$ cat src/rtl/rxsi_pkg.sv
package rxsi_pkg;

   typedef enum logic [1:0] {
      MODE_OFF   = 2'd0,
      MODE_FIRST = 2'd1,
      MODE_EVERY = 2'd2,
      MODE_RSVD  = 2'd3
   } rx_irq_mode_e;

   function automatic logic mode_enabled(input logic [1:0] m);
      return (m == MODE_FIRST) || (m == MODE_EVERY);
   endfunction

endpackage

$ cat src/rtl/rxsi_occupancy.sv
module rxsi_occupancy #(
   parameter int DEPTH = 2,
   parameter int CNT_W = $clog2(DEPTH + 1)
) (
   input  logic             clk,
   input  logic             rst_n,
   input  logic             char_done,
   input  logic             rd_req,
   output logic [CNT_W-1:0] cnt,
   output logic             pop_read,
   output logic             overrun
);
   localparam logic [CNT_W-1:0] FULL_CNT = CNT_W'(DEPTH);

   logic full;

   assign full     = (cnt == FULL_CNT);
   assign pop_read = rd_req && (cnt != '0);
   assign overrun  = char_done && full && !pop_read;

   always_ff @(posedge clk) begin
      if (!rst_n) begin
         cnt <= '0;
      end else begin
         unique case ({char_done, pop_read})
            2'b10:   if (!full) cnt <= cnt + 1'b1;
            2'b01:   cnt <= cnt - 1'b1;
            default: cnt <= cnt;
         endcase
      end
   end
endmodule

$ cat src/rtl/rxsi_status_queue.sv
module rxsi_status_queue #(
   parameter int DEPTH = 2,
   parameter int RES_W = 3
) (
   input  logic             clk,
   input  logic             rst_n,
   input  logic             push,
   input  logic             pop,
   input  logic             in_eof,
   input  logic             in_crc,
   input  logic [RES_W-1:0] in_res,
   output logic             head_eof,
   output logic             head_crc,
   output logic [RES_W-1:0] head_res
);
   localparam int EW = RES_W + 2;

   logic [EW-1:0] in_ent;
   logic [EW-1:0] head_ent;

   assign in_ent = {in_eof, in_crc, in_res};
   assign {head_eof, head_crc, head_res} = head_ent;

   generate
      if (DEPTH == 1) begin : g_single
         logic [EW-1:0] ent_q;
         always_ff @(posedge clk) begin
            if (!rst_n)     ent_q <= '0;
            else if (push)  ent_q <= in_ent;
            else if (pop)   ent_q <= '0;
         end
         assign head_ent = ent_q;
      end else begin : g_ring
         localparam int PW = $clog2(DEPTH);
         localparam logic [PW-1:0] LAST = PW'(DEPTH - 1);

         logic [EW-1:0] mem_q [DEPTH];
         logic [PW-1:0] wp_q, rp_q;

         function automatic logic [PW-1:0] step(input logic [PW-1:0] p);
            return (p == LAST) ? '0 : p + 1'b1;
         endfunction

         always_ff @(posedge clk) begin
            if (!rst_n) begin
               wp_q <= '0;
               rp_q <= '0;
               for (int i = 0; i < DEPTH; i++) mem_q[i] <= '0;
            end else begin
               if (push) begin
                  mem_q[wp_q] <= in_ent;
                  wp_q        <= step(wp_q);
               end
               if (pop) rp_q <= step(rp_q);
            end
         end
         assign head_ent = mem_q[rp_q];
      end
   endgenerate
endmodule

$ cat src/rtl/rxsi_irq_ctrl.sv
module rxsi_irq_ctrl
   import rxsi_pkg::*;
(
   input  logic       clk,
   input  logic       rst_n,
   input  logic [1:0] mode,
   input  logic       char_done,
   input  logic       overrun,
   input  logic       err_reset,
   input  logic       ack,
   input  logic       avail,
   input  logic       head_eof,
   output logic       ovr_flag,
   output logic       irq,
   output logic       irq_special
);
   logic [1:0] mode_q;
   logic       armed_q, first_pend_q;
   logic       en, entering, first_hit, spec_cond, data_cond;

   assign en        = mode_enabled(mode);
   assign entering  = (mode == MODE_FIRST) && (mode_q != MODE_FIRST);
   assign first_hit = char_done && (mode == MODE_FIRST) && (armed_q || entering);
   assign spec_cond = ovr_flag || (avail && head_eof);
   assign data_cond = ((mode == MODE_EVERY) && avail) ||
                      ((mode == MODE_FIRST) && first_pend_q);
   assign irq_special = irq && spec_cond;

   always_ff @(posedge clk) begin
      if (!rst_n) begin
         mode_q       <= MODE_OFF;
         armed_q      <= 1'b0;
         first_pend_q <= 1'b0;
         ovr_flag     <= 1'b0;
         irq          <= 1'b0;
      end else begin
         mode_q <= mode;

         if (overrun)        ovr_flag <= 1'b1;
         else if (err_reset) ovr_flag <= 1'b0;

         if (first_hit)     armed_q <= 1'b0;
         else if (entering) armed_q <= 1'b1;

         if (first_hit)                          first_pend_q <= 1'b1;
         else if (ack || (mode != MODE_FIRST))   first_pend_q <= 1'b0;

         if (ack) irq <= 1'b0;
         else     irq <= en && (irq || spec_cond || data_cond);
      end
   end
endmodule

$ cat src/rtl/rx_special_irq.sv
module rx_special_irq #(
   parameter int DEPTH = 2,
   parameter int RES_W = 3,
   localparam int CNT_W = $clog2(DEPTH + 1),
   localparam int SW_W  = CNT_W + RES_W + 3
) (
   input  logic             clk,
   input  logic             rst_n,
   input  logic [1:0]       int_mode,
   input  logic             char_done,
   input  logic             char_eof,
   input  logic             char_crc_err,
   input  logic [RES_W-1:0] char_residue,
   input  logic             rd_strobe,
   input  logic             err_reset,
   input  logic             int_ack,
   output logic [SW_W-1:0]  status_word,
   output logic             irq,
   output logic             irq_special
);
   initial begin
      assert (DEPTH >= 1) else $error("rx_special_irq: DEPTH must be at least 1");
      assert (RES_W >= 1) else $error("rx_special_irq: RES_W must be at least 1");
   end

   logic [CNT_W-1:0] cnt;
   logic             pop_read, overrun, avail, ovr_flag;
   logic             q_eof, q_crc;
   logic [RES_W-1:0] q_res;

   rxsi_occupancy #(.DEPTH(DEPTH), .CNT_W(CNT_W)) u_occ (
      .clk      (clk),
      .rst_n    (rst_n),
      .char_done(char_done),
      .rd_req   (rd_strobe),
      .cnt      (cnt),
      .pop_read (pop_read),
      .overrun  (overrun)
   );

   rxsi_status_queue #(.DEPTH(DEPTH), .RES_W(RES_W)) u_queue (
      .clk     (clk),
      .rst_n   (rst_n),
      .push    (char_done),
      .pop     (pop_read || overrun),
      .in_eof  (char_eof),
      .in_crc  (char_crc_err),
      .in_res  (char_residue),
      .head_eof(q_eof),
      .head_crc(q_crc),
      .head_res(q_res)
   );

   assign avail = (cnt != '0);

   rxsi_irq_ctrl u_irq (
      .clk        (clk),
      .rst_n      (rst_n),
      .mode       (int_mode),
      .char_done  (char_done),
      .overrun    (overrun),
      .err_reset  (err_reset),
      .ack        (int_ack),
      .avail      (avail),
      .head_eof   (q_eof),
      .ovr_flag   (ovr_flag),
      .irq        (irq),
      .irq_special(irq_special)
   );

   assign status_word = {ovr_flag,
                         avail && q_eof,
                         avail && q_crc,
                         avail ? q_res : {RES_W{1'b0}},
                         cnt};
endmodule

$ cat config.mk
export PLATFORM = sky130hd
export DESIGN_NAME = rx_special_irq
export DESIGN_NICKNAME = d
export VERILOG_FILES = /design/src/rtl/rxsi_pkg.sv /design/src/rtl/rxsi_occupancy.sv /design/src/rtl/rxsi_status_queue.sv /design/src/rtl/rxsi_irq_ctrl.sv /design/src/rtl/rx_special_irq.sv
export SDC_FILE = /design/constraint.sdc
export NUM_CORES = 1
export LEC_CHECK = 0
export BUFFER_PORTS_ARGS = -buffer_cell sky130_fd_sc_hd__buf_2
export CORE_ASPECT_RATIO = 1.5
export CORE_MARGIN = 10
export CORE_UTILIZATION = 46
export DETAILED_ROUTE_END_ITERATION = 8
export PLACE_DENSITY = 0.76
export SETUP_SLACK_MARGIN = 0.4
export SYNTH_ARGS = -nofsm -noshare
export SYNTH_HDL_FRONTEND = slang
export SYNTH_SLANG_ARGS = --single-unit
$ cat constraint.sdc
create_clock -name clk -period 1.26 [get_ports clk]
set_clock_uncertainty 0.2 [all_clocks]
set_input_delay 0.189 -clock clk [delete_from_list [all_inputs] [get_ports clk]]
set_output_delay 0.189 -clock clk [all_outputs]
set_load 0.01 [all_outputs]
# Yosys cells after proc, flatten, opt, wreduce, memory -nomap -nowiden
# Memory sizes are Yosys's and may differ from the RTL's. A register that Yosys moved wholly into a read port is not among the register bits.
# Cells that the tools add are included.
dict set report classes {
  bitwise 1
  n_mux 18
  reduce_logical 29
  n_eq_ne 8
  n_addsub 4
}
# op count
set ops {}
lappend ops {{two-way mux 1 bit} 14}
lappend ops {{logical AND 1 bit} 12}
lappend ops {{logical OR 1 bit} 8}
lappend ops {{nonzero test 2 bit} 4}
lappend ops {{== test 2 bit (second input constant)} 3}
lappend ops {{two-way mux 5 bit} 1}
lappend ops {{OR reduction 5 bit} 1}
lappend ops {{== test 2 x 1 -> 1 bit (second input constant)} 2}
lappend ops {{!= test 2 x 1 -> 1 bit (second input constant)} 2}
lappend ops {{case mux 2 bit (2 select lines)} 1}
lappend ops {{OR reduction 2 bit} 2}
lappend ops {{two-way mux 3 bit} 1}
lappend ops {{adder 1 bit (second input constant)} 2}
lappend ops {{adder 2 x 1 -> 2 bit (second input constant)} 1}
lappend ops {{two-way mux 2 bit} 1}
lappend ops {{!= test 2 bit (second input constant)} 1}
lappend ops {{AND reduction 2 bit} 1}
lappend ops {{subtractor 2 x 1 -> 2 bit (second input constant)} 1}
lappend ops {{zero test 1 bit} 1}
lappend ops {{inverter 1 bit} 1}
dict set report totals {
  ram_bits 10
  word_cells 69
  output_inout_bits 10
  memories 1
  input_bits 13
  ff_bits 10
}
# name depth word_bits read_ports rd_ports_with_merged_regs wr line_no
set memory_table {}
lappend memory_table {u_queue.g_ring.mem_q 2 5 1 1 2 rxsi_status_queue.sv:37} ;# logic [EW-1:0] mem_q [DEPTH];

# Logic depth before layout (Yosys ltp)
# Gate-level depths: netlist of the first run.
dict set report logic_depth {
  ltp_word 7
  mapped_depth 5
}

# By module
# From an unflattened synthesis of the first run, not the netlist that was laid out.
dict set report hier_totals {
  hier_cells 92
  area_unflattened_um2 980.9
}
# mod area_per_inst_um2 instances cells_per_inst
set modules_own_cells {}
lappend modules_own_cells {rxsi_status_queue 538.0 1 43}
lappend modules_own_cells {rxsi_irq_ctrl 256.5 1 26}
lappend modules_own_cells {rxsi_occupancy 128.9 1 15}
lappend modules_own_cells {rx_special_irq 57.6 1 8}

# Least setup slack after synthesis of the first run
# OpenSTA, ideal clock, no wires.
dict set report synth_path {
  path_kind {in2reg}
  from {input port char_done}
  to {memory u_queue.g_ring.mem_q[0][0] (netlist bit), enable pin}
  path_buffers 1
  arrival_time_ps 804
  setup_time_ps 374
  setup_slack_ps -118
  cell_stages 3
  cell_sequence {buf_4 -> inv_1 -> o21ai_0}
}
# item line_no
set synth_rtl {}
lappend synth_rtl {{from (decl)} rx_special_irq.sv:10} ;# input logic char_done,
lappend synth_rtl {{to (decl)} rxsi_status_queue.sv:37}

==> reports/summary.txt, run 1 <==
worst slew pin tran -> 0.235 ns
growth of design area from synthesis to finish -> 48.8%
Routed Antenna Nets -> 0
internal power contribution -> 0.00104 W
Cells after DPL -> 142
Hold Worst Slack -> -0.0795 ns
routed length on met2 -> 1.35 mm
TritonCTS buffer count -> 3
fraction of power consumed by combinational cells -> 21.3%
sequential cell area fraction in the yosys report -> 53.6%
maximum number of pins on one net before global-route repair -> 12
final weighted congestion of routability-driven global placement -> 0.756
Yosys reg bits -> 21
Residual DRC -> 0
number of antenna violations at the first check in global routing -> 0
Total Die Area -> 4390 um^2
detailed-routing iteration count for the pre-antenna-repair pass -> 4
Yosys warning total -> 0
Post-Synthesis Cell Area -> 971 um^2
Site Rows -> 20
Worst Path Buf+Inv -> 1
total of endpoints with negative setup slack in the final report -> 11
uppermost layer routed -> met4
share of total power in the clock network -> 23.6%
Ant. Diodes -> 0
effective utilization at floorplan -> 47.9%
IO Port Bufs -> 22
Critical Path Slowest Stage Cell -> sky130_fd_sc_hd__dfxtp_2
required time at the worst-slack endpoint -> 0.87 ns
wire length of the first global-routing pass -> 3.84 mm
filler-free cell count of the finished design -> 154
Core Region -> 2030 um^2
maximum buffer depth of the clock tree -> 2
number of max-cap violations -> 0
Hold Violations, Final -> 13
Net Sw Frac -> 26.4%
violated checks -> hold timing, setup timing
overall overflow remaining after global route -> 0
clock slew at reported path FFs -> 0.12 ns
Worst setup SP type -> flip-flop
global-route usage over all layers -> 10.7%
via count of the first global-routing pass -> 850
setup repair after global routing missed its margin -> yes
power per unit of standard cell area -> 979 nW/um^2
most area-consuming cells after synthesis -> sky130_fd_sc_hd__edfxtp_1 31%, sky130_fd_sc_hd__dfxtp_1 23%, sky130_fd_sc_hd__and2_1 7.1%
number of top-level design ports -> 23
master cell of the clock root buffer -> sky130_fd_sc_hd__clkbuf_4
P_leak -> 0.621 nW
detailed-routing wirelength on met1 -> 887 um
family with the most delay on the worst path -> flip-flops
worst rel slew slack -> 84.3%
Wirelength per Cell -> 15.7 um
outcome -> finished, violations left
Arr. time, crit path -> 1.28 ns
Layout Nets -> 148
Sink Count -> 21
HPWL after detailed placement -> 1.73 mm
number of levels the H-tree was split into -> 1
TNS Setup -> -2.56 ns
critical path peak fanout -> 2
average vias per placed instance -> 5.32
setup slack after placement -> -0.0734 ns
insertion delay to the later sink of the worst-skew pair -> 0.31 ns
post-synth top area share -> 30.9%
Total Routed Length -> 2.42 mm
final worst path period share -> 133%
top achievable clock speed -> 0.598 GHz
part of the power in registers -> 55.1%
Syn Area/Cell -> 10.7 um^2
net switching component of the power -> 0.000373 W
Syn Nets -> 106
met3 wire length -> 113 um
final-report max-slew violation count -> 0
drt first-iter violations -> 24
crit path cell chain -> mux2i_1 -> nor2_2 -> o21a_1 -> buf_2
Period minus WS final -> 1.67 ns
endpoint class of the critical path -> output pin
class of the most critical setup path -> reg2out
Die Y -> 76.3 um
peak supply drop -> 0.000702 V
TritonCTS clock tree -> done
count of cell types in the netlist -> 29
worst setup margin -> -0.412 ns
slowest cell delay on critical path -> 0.35 ns
vias post-DR -> 820
class of the worst hold path -> in2reg
largest area contributor in the netlist -> sky130_fd_sc_hd__edfxtp_1
Syn Inst Count -> 91
filler cell count in the final layout -> 149
die width -> 57.5 um
ratio of cells with drive above 1 in the final layout -> 56.1%
[per-stage QoR]
step | area [um^2] | total power [W] | utilization [%]
2_1_floorplan | 1060 | 0.000935 | -
3_3_place_gp | 1230 | 0.00101 | 60.7
3_5_place_dp | 1230 | 0.00102 | 60.7
4_1_cts | 1380 | 0.00139 | 67.9
5_1_grt | 1450 | 0.00147 | 71.3
6_report | 1450 | 0.00142 | 71.3
[synthesized netlist by cell type, drive strengths merged]
cell and n:
and2 11, dfxtp 11, nor2 11, edfxtp 10, a21oi 6, mux2i 6
inv 5, nand2b 4, o21ai 4, buf 3, nand2 3, a211oi 2
ha 2, nand3b 2, nor3 2, a21o 1, a221oi 1, and2b 1
and3 1, nand3 1, o211a 1, o21a 1, o22ai 1, xnor2 1
[final timing paths]
check / start / to / slack [ns] / depth (start not counted)
setup / recovery: flip-flop / irq_special / -0.41 / 4
hold / removal: int_ack / u_irq.irq / -0.08 / 3
hold reg to reg: u_irq.first_pend_q / u_irq.first_pend_q / 0.32 / 2
setup reg to reg: u_occ.cnt[0] / flip-flop / -0.07 / 4
[layout by cell type, fill, tap and decap left out, types with 2 or more instances in the layout]
master and count:
sky130_fd_sc_hd__buf_2 17, sky130_fd_sc_hd__buf_6 13, sky130_fd_sc_hd__edfxtp_1 10, sky130_fd_sc_hd__nor2_1 9
sky130_fd_sc_hd__buf_4 9, sky130_fd_sc_hd__mux2i_1 6, sky130_fd_sc_hd__and2_1 6, sky130_fd_sc_hd__a21oi_2 5
sky130_fd_sc_hd__and2_4 5, sky130_fd_sc_hd__dfxtp_1 5, sky130_fd_sc_hd__dfxtp_4 5, sky130_fd_sc_hd__nand2_1 3
sky130_fd_sc_hd__clkbuf_4 3, sky130_fd_sc_hd__inv_1 2, sky130_fd_sc_hd__nand2b_4 2, sky130_fd_sc_hd__nand3b_1 2
sky130_fd_sc_hd__inv_2 2, sky130_fd_sc_hd__nand2b_1 2
[layout make-up]
class	instances	area, um^2	share of cell area (%)
Inverter	5	23.8	1.65
Sequential cell	21	541	37.4
Multi-Input combinational cell	62	508	35.2
Timing Repair Buffer	40	319	22.1
Tap cell	22	27.5	1.90
Clock buffer	4	26.3	1.82
[power by group through the flow]
stage / clock network (W) / logic (W) / registers, W
3_5_place_dp: 0 / 0.000221 / 0.000802
2_1_floorplan: 0 / 0.000135 / 0.000800
3_3_place_gp: 0 / 0.000214 / 0.000799
6_report: 0.000334 / 0.000301 / 0.000780
4_1_cts: 0.000333 / 0.000271 / 0.000784
5_1_grt: 0.000361 / 0.000325 / 0.000787
[timing repair]
action,CTS,global route
pin swaps,9,4
endpoints found under the hold margin,14,15
buffers inserted,3,5
endpoints found under the setup margin,39,39
resized for setup,25,5
[state kept, by name, summed over array words and instances (netlist names), named ones only]
name	flops
u_irq.irq	1
u_irq.mode_q	2
u_queue.g_ring.rp_q	1
u_queue.g_ring.mem_q	10
u_queue.g_ring.wp_q	1
u_irq.first_pend_q	1
u_irq.ovr_flag	1
u_occ.cnt	2
u_irq.armed_q	1
[routing by layer]
layer	vias up	GRT usage [%]
li1	398	-
met1	385	11.7
met2	28	18.0
met3	9	2.67
met4	0	5.66
met5	-	0
[cells by family after synthesis]
group	after synthesis	synth area share, %
compound gates	17	11.5
xor+xnor	1	0.902
fa+ha+maj	2	2.58
buf+inv	8	4.64
flops	21	53.6
mux	6	6.19
simple gates	36	20.6
[worst register-to-register path, cell delays in order, from the launching register on]
cell and delay [ns]:
sky130_fd_sc_hd__dfxtp_4 0.39, sky130_fd_sc_hd__buf_6 0.12, sky130_fd_sc_hd__nand3b_1 0.20, sky130_fd_sc_hd__a21o_1 0.22
sky130_fd_sc_hd__a21oi_2 0.13
(Power assumes the default switching activity.)
==> run 2, diff against run 1 <==
==> constraint.sdc (replaced) <==
create_clock -name clk -period 1.26 [get_ports clk]
set_clock_uncertainty 0.2 [all_clocks]
set_input_delay 0.252 -clock clk [delete_from_list [all_inputs] [get_ports clk]]
set_output_delay 0.252 -clock clk [all_outputs]
set_load 0.01 [all_outputs]
==> reports/summary.txt, run 2 (synthesis gave the netlist of run 1 again) <==
outcome -> finished, violations left
violated checks -> setup timing
number of antenna violations at the first check in global routing -> 0 (unchanged)
insertion delay to the later sink of the worst-skew pair -> 0.29 ns (-0.02 ns)
Layout Nets -> 148 (unchanged)
HPWL after detailed placement -> 1.71 mm (-1.1%)
clock slew at reported path FFs -> 0.11 ns (about the same)
TNS Setup -> -2.41 ns (+0.153 ns)
max FFs per register -> 10 (unchanged)
via count of the first global-routing pass -> 870 (+2.4%)
Sink Count -> 21 (unchanged)
slowest cell delay on critical path -> 0.35 ns (about the same)
maximum buffer depth of the clock tree -> 2 (unchanged)
setup repair after global routing missed its margin -> yes
Ant. Diodes -> 0 (unchanged)
growth of design area from synthesis to finish -> 50.5%
effective utilization at floorplan -> 47.9% (unchanged)
total of endpoints with negative setup slack in the final report -> 11 (unchanged)
Critical Path Slowest Stage Cell -> sky130_fd_sc_hd__dfxtp_2
setup slack after placement -> -0.0720 ns (+0.00148 ns)
worst flop-to-flop path startpoint -> u_occ.cnt[0]
required time at the worst-slack endpoint -> 0.81 ns (-0.06 ns)
overall overflow remaining after global route -> 0 (unchanged)
top achievable clock speed -> 0.605 GHz (+1.1%)
Arr. time, crit path -> 1.20 ns (-0.08 ns)
filler cell count in the final layout -> 158 (+6.0%)
Core Region -> 2030 um^2 (unchanged)
leading cell types in the layout, fill and taps excluded -> 17 x sky130_fd_sc_hd__buf_2, 11 x sky130_fd_sc_hd__buf_4, 10 x sky130_fd_sc_hd__edfxtp_1, 9 x sky130_fd_sc_hd__nor2_1, 9 x sky130_fd_sc_hd__buf_6
class of the most critical setup path -> reg2out
register name with the most flops -> u_queue.g_ring.mem_q
TritonCTS buffer count -> 3 (unchanged)
IO Port Bufs -> 22 (unchanged)
power per unit of standard cell area -> 959 nW/um^2 (-2.1%)
flop2flop setup slack -> -0.04 ns (+0.03 ns)
Die Y -> 76.3 um (unchanged)
maximum number of pins on one net before global-route repair -> 12 (unchanged)
master cell of the clock root buffer -> sky130_fd_sc_hd__clkbuf_4
worst slew pin tran -> 0.220 ns (-0.0149 ns)
Worst Reg2Reg Path Length in Cells -> 4 (unchanged)
drt first-iter violations -> 17 (-29%)
endpoint class of the critical path -> output pin
final-report max-slew violation count -> 0 (unchanged)
Total Die Area -> 4390 um^2 (unchanged)
CTS Hold Buffers Added -> 0
ratio of cells with drive above 1 in the final layout -> 56.8% (+0.76 points)
Worst setup SP type -> flip-flop
most common cell after layout, fill and taps aside -> sky130_fd_sc_hd__buf_2
largest registers in the final layout -> u_queue.g_ring.mem_q: 10 flops, u_irq.mode_q: 2 flops, u_occ.cnt: 2 flops
Hold Worst Slack -> 0.0263 ns (+0.106 ns)
number of top-level design ports -> 23 (unchanged)
average vias per placed instance -> 5.03 (-5.5%)
global-route usage over all layers -> 10.6% (-0.14 points)
Cells after DPL -> 146 (+2.8%)
die width -> 57.5 um (unchanged)
final weighted congestion of routability-driven global placement -> 0.796 (+5.2%)
Wirelength per Cell -> 13.9 um (-11%)
worst rel slew slack -> 85.3% (+0.99 points)
Hold Violations, Final -> 0 (-13)
wire length of the first global-routing pass -> 3.88 mm (+0.88%)
worst setup margin -> -0.393 ns (+0.0188 ns)
crit path cell chain -> mux2i_1 -> nor2_2 -> o21a_1 -> buf_2
filler-free cell count of the finished design -> 154 (unchanged)
final worst path period share -> 131% (-1.5 points)
critical path peak fanout -> 2 (unchanged)
Site Rows -> 20 (unchanged)
peak supply drop -> 0.000765 V (+8.9%)
detailed-routing iteration count for the pre-antenna-repair pass -> 4 (unchanged)
number of levels the H-tree was split into -> 1 (unchanged)
Total Routed Length -> 2.15 mm (-11%)
Period minus WS final -> 1.65 ns (-0.0188 ns)
class of the worst hold path -> in2reg
number of max-cap violations -> 0 (unchanged)
P_leak -> 0.629 nW (+1.2%)
Residual DRC -> 0 (unchanged)
Worst setup endpoint -> irq_special
Routed Antenna Nets -> 0 (unchanged)
vias post-DR -> 775 (-5.5%)
TritonCTS clock tree -> done
run 2: cell counts in the layout (fill, tap and decap cells not counted):
Identical to the previous run, type by type.
run 2: power by group:
| part | switching, W | internal [W] | total, W |
|---|---|---|---|
| logic | 0.000134 | 0.000171 | 0.000305 |
| registers | 0.0000250 | 0.000756 | 0.000781 |
| clock network | 0.000192 | 0.000123 | 0.000315 |
run 2: layout make-up:
type / instances / area, um^2 / share of cell area, %
multi-input cells: 62 / 512 / 35.0
well taps: 22 / 27.5 / 1.88
clock buffers: 4 / 26.3 / 1.80
flip-flops and latches: 21 / 538 / 36.8
repair buffers: 40 / 329 / 22.5
inverters: 5 / 28.8 / 1.97
run 2: repair_timing:
action                     in CTS  in global routing
resized for setup              16                 10
setup endpoints to repair      39                 39
pin swaps                       8                  7
buffers inserted                2                  2
run 2: critical path: cells and delay by family (launching register included):
family	cells	cell delay (ns)
flops	1	0.35
simple gates	1	0.05
buf+inv	1	0.13
mux	1	0.21
compound gates	1	0.16
run 2: metal layers:
metal / vias to the layer above / track usage [%] / wire [um]
met4: 0 / 3.54 / 10
met3: 2 / 2.67 / 126
li1: 395 / - / -
met2: 16 / 19.3 / 1250
met1: 362 / 11.0 / 762
met5: - / 0 / 0
run 2: worst min path at each step:
stage | start | end | cells after the start
final | int_ack | u_irq.irq | 3
after global routing | int_ack | u_irq.irq | 3
after CTS | int_ack | u_irq.first_pend_q | 3
after detailed placement | u_irq.first_pend_q | u_irq.first_pend_q | 2
after global placement | u_irq.first_pend_q | u_irq.first_pend_q | 2
after floorplan | rst_n | u_irq.first_pend_q | 2
run 2: metrics by stage:
stage	utilization, %	instance area, um^2	power [W]
4_1_cts	69.8	1420	0.00139
3_3_place_gp	63.8	1290	0.00103
5_1_grt	72.1	1460	0.00148
3_5_place_dp	63.8	1290	0.00104
6_report	72.1	1460	0.00140
2_1_floorplan	-	1070	0.000936
==> run 3, diff against run 2 <==
--- a/config.mk
+++ b/config.mk
@@ -6,7 +6,6 @@
 export NUM_CORES = 1
 export LEC_CHECK = 0
 export BUFFER_PORTS_ARGS = -buffer_cell sky130_fd_sc_hd__buf_2
-export CORE_ASPECT_RATIO = 1.5
 export CORE_MARGIN = 10
 export CORE_UTILIZATION = 46
 export DETAILED_ROUTE_END_ITERATION = 8
==> reports/summary.txt, run 3 (synthesis gave the netlist of run 1 again) <==
detailed-routing iteration count for the pre-antenna-repair pass -> 4 (unchanged)
Die Y -> 65.9 um (-14%)
leading cell types in the layout, fill and taps excluded -> 17 x sky130_fd_sc_hd__buf_2, 14 x sky130_fd_sc_hd__buf_6, 13 x sky130_fd_sc_hd__buf_4, 10 x sky130_fd_sc_hd__edfxtp_1, 9 x sky130_fd_sc_hd__nor2_1
endpoint class of the critical path -> output pin
Ant. Diodes -> 0 (unchanged)
Total Die Area -> 4350 um^2 (-0.86%)
worst slew pin tran -> 0.228 ns (+0.00804 ns)
required time at the worst-slack endpoint -> 0.81 ns (about the same)
Post-DP Area -> 1290 um^2 (-0.48%)
Total Routed Length -> 2.49 mm (+16%)
Period minus WS final -> 1.69 ns (+0.0347 ns)
Wirelength per Cell -> 15.2 um (+8.9%)
largest registers in the final layout -> u_queue.g_ring.mem_q: 10 flops, u_irq.mode_q: 2 flops, u_occ.cnt: 2 flops
setup repair after global routing missed its margin -> yes
number of antenna violations at the first check in global routing -> 0 (unchanged)
crit path cell chain -> mux2i_1 -> nor2_2 -> o21a_1 -> buf_2
master cell of the clock root buffer -> sky130_fd_sc_hd__clkbuf_4
Sink Count -> 21 (unchanged)
slowest cell delay on critical path -> 0.36 ns (about the same)
most common cell after layout, fill and taps aside -> sky130_fd_sc_hd__buf_2
via count of the first global-routing pass -> 843 (-3.1%)
outcome -> finished, violations left
power per unit of standard cell area -> 946 nW/um^2 (-1.3%)
critical path peak fanout -> 2 (unchanged)
TNS Setup -> -2.75 ns (-0.342 ns)
Arr. time, crit path -> 1.24 ns (+0.04 ns)
effective utilization at floorplan -> 49.0% (+1.1 points)
clock slew at reported path FFs -> 0.12 ns (about the same)
class of the most critical setup path -> reg2out
wire length of the first global-routing pass -> 3.73 mm (-3.7%)
Routed Antenna Nets -> 0 (unchanged)
final worst path period share -> 134% (+2.8 points)
Layout Nets -> 153 (+3.4%)
overall overflow remaining after global route -> 0 (unchanged)
number of max-cap violations -> 0 (unchanged)
P_leak -> 0.651 nW (+3.6%)
register name with the most flops -> u_queue.g_ring.mem_q
vias post-DR -> 832 (+7.4%)
worst rel slew slack -> 84.8% (-0.54 points)
top achievable clock speed -> 0.593 GHz (-2.1%)
Hold Violations, Final -> 1 (+1)
worst setup margin -> -0.427 ns (-0.0347 ns)
TritonCTS buffer count -> 3 (unchanged)
global-route usage over all layers -> 10.7% (+0.090 points)
Worst Path Buf+Inv -> 1 (unchanged)
Core Region -> 1980 um^2 (-2.2%)
peak supply drop -> 0.000689 V (-9.9%)
Site Rows -> 16 (-20%)
number of top-level design ports -> 23 (unchanged)
drt first-iter violations -> 39 (+22)
final cell area excluding filler cells -> 1500 um^2 (+2.5%)
ratio of cells with drive above 1 in the final layout -> 59.1% (+2.3 points)
class of the worst hold path -> in2reg
Residual DRC -> 0 (unchanged)
max FFs per register -> 10 (unchanged)
maximum buffer depth of the clock tree -> 2 (unchanged)
die width -> 65.9 um (+15%)
insertion delay to the later sink of the worst-skew pair -> 0.31 ns (+0.02 ns)
IO Port Bufs -> 22 (unchanged)
Critical Path Slowest Stage Cell -> sky130_fd_sc_hd__dfxtp_2
final-report max-slew violation count -> 0 (unchanged)
final weighted congestion of routability-driven global placement -> 0.705 (-11%)
growth of design area from synthesis to finish -> 54.3%
maximum number of pins on one net before global-route repair -> 12 (unchanged)
Worst setup SP type -> flip-flop
total of endpoints with negative setup slack in the final report -> 12 (+1)
TritonCTS clock tree -> done
average vias per placed instance -> 5.07 (+0.81%)
HPWL after detailed placement -> 1.67 mm (-2.1%)
violated checks -> hold timing, setup timing
family with the most delay on the worst path -> flip-flops
Hold Worst Slack -> -0.0138 ns (-0.0401 ns)
total design power -> 0.00142 W (+1.2%)
number of levels the H-tree was split into -> 1 (unchanged)
run 3: metrics by stage:
| step | instances | util, % | worst slack (ns) |
|---|---|---|---|
| 6_report | 164 | 75.6 | -0.427 |
| 5_1_grt | 164 | 75.6 | -0.489 |
| 4_1_cts | 162 | 72.7 | -0.428 |
| 2_1_floorplan | 91 | - | -0.0827 |
| 3_3_place_gp | 151 | 65.0 | -0.0560 |
| 3_5_place_dp | 151 | 65.0 | -0.0914 |
run 3: layout make-up:
| type | instances | area [um^2] |
|---|---|---|
| flip-flops and latches | 21 | 537 |
| multi-input cells | 62 | 512 |
| fillers | 145 | 484 |
| repair buffers | 45 | 360 |
| well taps | 27 | 33.8 |
| inverters | 5 | 28.8 |
| clock buffers | 4 | 26.3 |
run 3: worst paths after layout:
check	from	to	slack (ns)	cells after the start
worst max-delay path	flip-flop	irq_special	-0.43	4
worst max register to register	u_occ.cnt[1]	flip-flop	-0.09	5
worst min register to register	u_queue.g_ring.rp_q	flip-flop	0.33	2
worst min-delay path	int_ack	u_irq.irq	-0.01	3
run 3: report_power, final:
group | leakage [nW] | internal, W | switching [W]
combinational | 0.436 | 0.000167 | 0.000140
sequential | 0.200 | 0.000758 | 0.0000258
clock | 0.0150 | 0.000123 | 0.000203
total | 0.651 | 0.00105 | 0.000369
run 3: worst register-to-register path: cells and delay by family (launching register included):
kind	cells	cell delay (ns)
AO/OA/AOI/OAI	2	0.36
buffers and inverters	2	0.23
AND/OR/NAND/NOR	1	0.13
flip-flops	1	0.38
run 3: what timing repair did:
action | CTS | global route
setup buffers | 7 | 2
endpoints found under the hold margin | 1 | 0
gates resized for setup | 19 | 12
pin swaps | 12 | 11
setup endpoints to repair | 39 | 39
run 3: metal layers:
layer / track usage (%) / part of all wire (%) / vias up
li1: - / - / 406
met1: 11.9 / 39 / 396
met2: 18.4 / 54 / 21
met3: 3.05 / 4.1 / 9
met4: 4.71 / 2.5 / 0
met5: 0 / 0 / -
